[config.mk]
export PLATFORM = sky130hd
export DESIGN_NAME = xfer_target_check
export DESIGN_NICKNAME = d
export VERILOG_FILES = /design/src/rtl/xfer_target_check.sv
export SDC_FILE = /design/constraint.sdc
export NUM_CORES = 1
export LEC_CHECK = 0
export ABC_AREA = 1
export BUFFER_PORTS_ARGS = -buffer_cell sky130_fd_sc_hd__buf_2
export CORE_ASPECT_RATIO = 1.25
export CORE_UTILIZATION = 51
export DETAILED_ROUTE_END_ITERATION = 8
export HOLD_SLACK_MARGIN = 0.08
export PLACE_DENSITY = 0.83
export SKIP_CTS_REPAIR_TIMING = 1
export SYNTH_ARGS = -nofsm -noshare
export SYNTH_HDL_FRONTEND = slang
export SYNTH_SLANG_ARGS = --single-unit
[constraint.sdc]
create_clock -name clk -period 3.45 [get_ports clk]
set_clock_uncertainty 0.2 [all_clocks]
set_input_delay 0.1725 -clock clk [delete_from_list [all_inputs] [get_ports clk]]
set_output_delay 0.1725 -clock clk [all_outputs]
set_load 0.01 [all_outputs]
[src/rtl/xfer_target_check.sv]
module xfer_target_check #(
  parameter int ADDR_W = 32,
  parameter int SLACK  = 2
) (
  input  logic              clk,
  input  logic              rst_n,
  input  logic              xfer_valid,
  input  logic [1:0]        xfer_kind,
  input  logic              taken,
  input  logic [ADDR_W-1:0] target,
  input  logic              rvc_en,
  input  logic              cap_tag,
  input  logic              cap_sealed,
  input  logic              cap_exec,
  input  logic [ADDR_W-1:0] cap_base,
  input  logic [ADDR_W:0]   cap_top,
  input  logic [ADDR_W-1:0] rep_base,
  input  logic [ADDR_W:0]   rep_top,
  output logic              exc_valid,
  output logic [2:0]        exc_cause,
  output logic [ADDR_W-1:0] exc_addr
);

  localparam logic [1:0] K_JAL  = 2'd0;
  localparam logic [1:0] K_JALR = 2'd1;
  localparam logic [1:0] K_BR   = 2'd2;

  localparam logic [2:0] C_NONE  = 3'd0;
  localparam logic [2:0] C_ALIGN = 3'd1;
  localparam logic [2:0] C_TAG   = 3'd2;
  localparam logic [2:0] C_SEAL  = 3'd3;
  localparam logic [2:0] C_PERM  = 3'd4;
  localparam logic [2:0] C_REP   = 3'd5;
  localparam logic [2:0] C_BND   = 3'd6;

  localparam logic [ADDR_W:0] SLACK_X = (ADDR_W+1)'(SLACK);

  logic            is_jalr, fires, misal, rep_bad, bnd_bad;
  logic [ADDR_W:0] tgt_x, end_x;
  logic [2:0]      cause_n;

  assign is_jalr = xfer_kind == K_JALR;
  assign fires   = xfer_valid &&
                   (xfer_kind == K_JAL || is_jalr || (xfer_kind == K_BR && taken));
  assign tgt_x   = {1'b0, target};
  assign end_x   = tgt_x + SLACK_X;
  assign misal   = target[0] | (~rvc_en & target[1]);
  assign rep_bad = (target < rep_base) || (tgt_x >= rep_top);
  assign bnd_bad = (target < cap_base) || (end_x > cap_top);

  always_comb begin
    cause_n = C_NONE;
    if (fires) begin
      if (misal)                   cause_n = C_ALIGN;
      else if (is_jalr && !cap_tag)  cause_n = C_TAG;
      else if (is_jalr && cap_sealed) cause_n = C_SEAL;
      else if (is_jalr && !cap_exec) cause_n = C_PERM;
      else if (rep_bad)            cause_n = C_REP;
      else if (bnd_bad)            cause_n = C_BND;
    end
  end

  always_ff @(posedge clk) begin
    if (!rst_n) begin
      exc_valid <= 1'b0;
      exc_cause <= C_NONE;
      exc_addr  <= '0;
    end else begin
      exc_valid <= cause_n != C_NONE;
      exc_cause <= cause_n;
      if (xfer_valid) exc_addr <= target;
    end
  end

  p_valid_cause_r10: assert property (@(posedge clk) disable iff (!rst_n)
    exc_valid == (exc_cause != C_NONE));

  p_idle_quiet_r10: assert property (@(posedge clk) disable iff (!rst_n)
    !xfer_valid |=> !exc_valid);

  p_addr_track_r10: assert property (@(posedge clk) disable iff (!rst_n)
    xfer_valid |=> exc_addr == $past(target));

  p_not_taken_r1: assert property (@(posedge clk) disable iff (!rst_n)
    (xfer_valid && xfer_kind == K_BR && !taken) |=> !exc_valid);

  p_odd_target_r2: assert property (@(posedge clk) disable iff (!rst_n)
    (xfer_valid && (xfer_kind == K_JAL || xfer_kind == K_JALR) && target[0])
      |=> exc_cause == C_ALIGN);

  p_no_cap_checks_r6: assert property (@(posedge clk) disable iff (!rst_n)
    (xfer_valid && xfer_kind != K_JALR)
      |=> (exc_cause != C_TAG && exc_cause != C_SEAL && exc_cause != C_PERM));

  p_untagged_jalr_r3: assert property (@(posedge clk) disable iff (!rst_n)
    (xfer_valid && is_jalr && !cap_tag && !target[0] && (rvc_en || !target[1]))
      |=> exc_cause == C_TAG);

endmodule

==> qor.txt <==
Run status - completed
Min setup slack post-route - 358.3 ps
Number of global-route vias before repair - 5709
Clock-pin slew on the worst setup and hold paths - 60 ps
TritonCTS Buffers - 5
Via count - 6004
PwrDens - 227.0 nW/um^2
Hold Crit Start - cap_sealed
# IOs - 208
Hold Crit Endpoint - exc_valid
Remaining global-route overflow - 0
Skew-Pair Late Insertion Delay - 280 ps
Required time worst endpoint - 3420 ps
Worst-Margin Slew - 542.6 ps
Peak Freq - 0.3234 GHz
CP endpoint kind - flop
R2r endpoint - exc_addr[14]
Dpl hpwl - 13110 um
Max Transition Viols Final - 0
NumNets Final - 1364
Initial antenna violation count - 0
Post-DR vias/cell - 5.033
Post-route ant nets - 0
Asr flop ratio synth - 0
CORE AREA - 10210 um^2
Leakage - 4.322 nW
CTS Buffer Depth - 2
Crit path kind - input pin to flop
P&R area growth vs syn - 27.15%
Drt total wl - 15530 um
GRT Util Overall - 0.2893
Root Buffer - clkbuf_16
Top cells by count, synth - inv_1 (198), nand2_1 (160), ha_1 (128)
Most common cell in the netlist - inv_1
Area leader, netlist - ha_1
Max FO, Critical Path - 4
Die ar. - 11010 um^2
Row count - 41
Worst Hold Depth - 5
Drt pass-1 iters - 4
Count of cell types in the netlist - 34
Worst reg2reg path startpoint - exc_addr[14]
CTS tree - done
Die width - 94.05 um
Initial DRC count - 266
Multi-input gate area - 3902 um^2
RSZ-0062 raised after global routing - false
Top post-synthesis cells by area - ha_1 (30%), inv_1 (14%), dfxtp_1 (13%), nand2_1 (11%), a21oi_1 (7.1%)
Port Buffer Count - 207
Storage element area - 720.7 um^2
Post-synthesis sequential area ratio - 0.1334
Largest net degree at the start of global routing - 49
First-pass GRT wire length - 24850 um
Die Ht - 117.1 um
Post-Syn Nets - 1139
Max IR drop VDD - 0.0001503 V
DP Worst Slack - -1.416 ps
Syn_area_per_cell - 6.438 um^2
Layout cells sized above 1 - 0.2340
Worst reg-to-reg setup slack - 2580 ps
Post-route DRC - 0
Fillers - 966
Yosys top cell area share - 0.2965
Mapped Cells - 839
Rel. slew slack - 0.6383
Primary FF master, synth - dfxtp_1
Sum Neg Setup Slack - 0 ps
# setup viols final - 0
Hold Vio Cnt, Final - 0
Routability cong. - 0.8877
Antenna Cells - 0
Synth Cell Area - 5401 um^2
Sink Count - 36
YS warnings - 0
Total of max-cap violations - 0
Reg2Reg Depth - 2
Tmin final - 3092 ps
Starting Density - 0.5291
Number of flops mapped to enable cells by yosys - 0
Final period utilization - 0.8962
H-tree depth - 2
CP startpoint kind - input pin
Class of the worst hold path - input pin to flop
Data arrival, critical path - 3060 ps
WL/cell - 13.02 um
Yosys reg bits - 36
critical path, cell delays in order:
cell,delay (ps)
buf_2,120
ha_1,200
nand2_2,80
nor2_4,100
nand3_2,100
nor2_4,130
nand3_4,100
nor4_4,190
nand2_2,120
nor2_4,130
nand2_4,80
nor2_8,110
nand2_2,50
nand2_1,50
nand2_1,50
ha_1,270
nand2_1,60
inv_1,40
nand2_1,50
a21oi_1,50
nor2_1,130
nand2_1,70
nor2_1,80
nand2_1,50
nand2_1,70
nand2_1,70
o31ai_1,230
nand2_1,70
cells by family after synthesis:
logic type / synth area share
xor gates and xnor gates: 0.04193
adders and majority gates: 0.2965
buffers and inverters: 0.1445
and+or+nand+nor: 0.2555
DFF: 0.1334
AOI/OAI and AO/OA: 0.1281
worst max path at each step:
stage | from | to | slack, ps | cells past startpoint
final | target[2] | exc_valid | 360 | 28
after global routing | target[2] | exc_valid | 30 | 28
after CTS | target[2] | exc_cause[1] | 300 | 28
after detailed placement | target[2] | exc_cause[1] | -1 | 28
after global placement | target[2] | exc_valid | 110 | 28
after floorplan | target[1] | exc_valid | 430 | 27
per-stage QoR:
step	total power, W	instances	hold slack [ps]	cell area [um^2]	util
2_1_floorplan	0.0008370	839	107.4	5401	-
3_3_place_gp	0.001094	1181	271.9	6678	0.6541
3_5_place_dp	0.001112	1181	282.7	6678	0.6541
4_1_cts	0.001561	1188	4.509	6815	0.6676
5_1_grt	0.001689	1193	84.26	6868	0.6728
6_report	0.001559	1193	45.12	6868	0.6728
layer usage:
metal | vias to the layer above | GRT usage | routed length [um]
li1 | 3121 | - | -
met1 | 2647 | 0.3076 | 6225
met3 | 41 | 0.03488 | 870
met5 | - | 0 | 0
met4 | 0 | 0.1333 | 559
met2 | 195 | 0.5625 | 7877
cells in the final DEF, fill, tap and decap left out, types with 2 or more instances in the layout:
master	synthesis	layout
a21oi_1	77	77
xor2_1	20	20
xnor2_1	4	4
nor2_1	78	77
clkbuf_16	0	5
nand3_2	3	3
nor2_4	4	4
inv_1	198	198
dlygate4sd3_1	0	5
o21a_1	2	2
nand2_1	160	160
a21o_1	3	3
nand2_2	4	4
ha_1	128	128
buf_4	0	15
nand3_1	18	18
dfxtp_1	36	36
buf_2	0	207
nand4_1	13	13
o21ai_0	48	48
nor3_1	12	12
nor4_1	7	7
nor2_2	1	2
area by class of cell:
class,instances,share of cell area
Inverter,199,0.1088
Tap cell,129,0.02350
Multi-Input combinational cell,595,0.5682
Clock buffer,5,0.01822
Sequential cell,36,0.1049
Timing Repair Buffer,227,0.1745
Clock inverter,2,0.001822
flip-flops by register name (all words and copies together), names as in the netlist:
signal     flops
exc_addr      32
exc_valid      1
exc_cause      3
where the power goes:
part	switching, W	internal (W)	total (W)
clock network	0.000186	0.000262	0.000449
logic	0.000376	0.000278	0.000654
registers	0.0000125	0.000444	0.000457
total	0.000574	0.000985	0.00156
(Power assumes the default switching activity.)
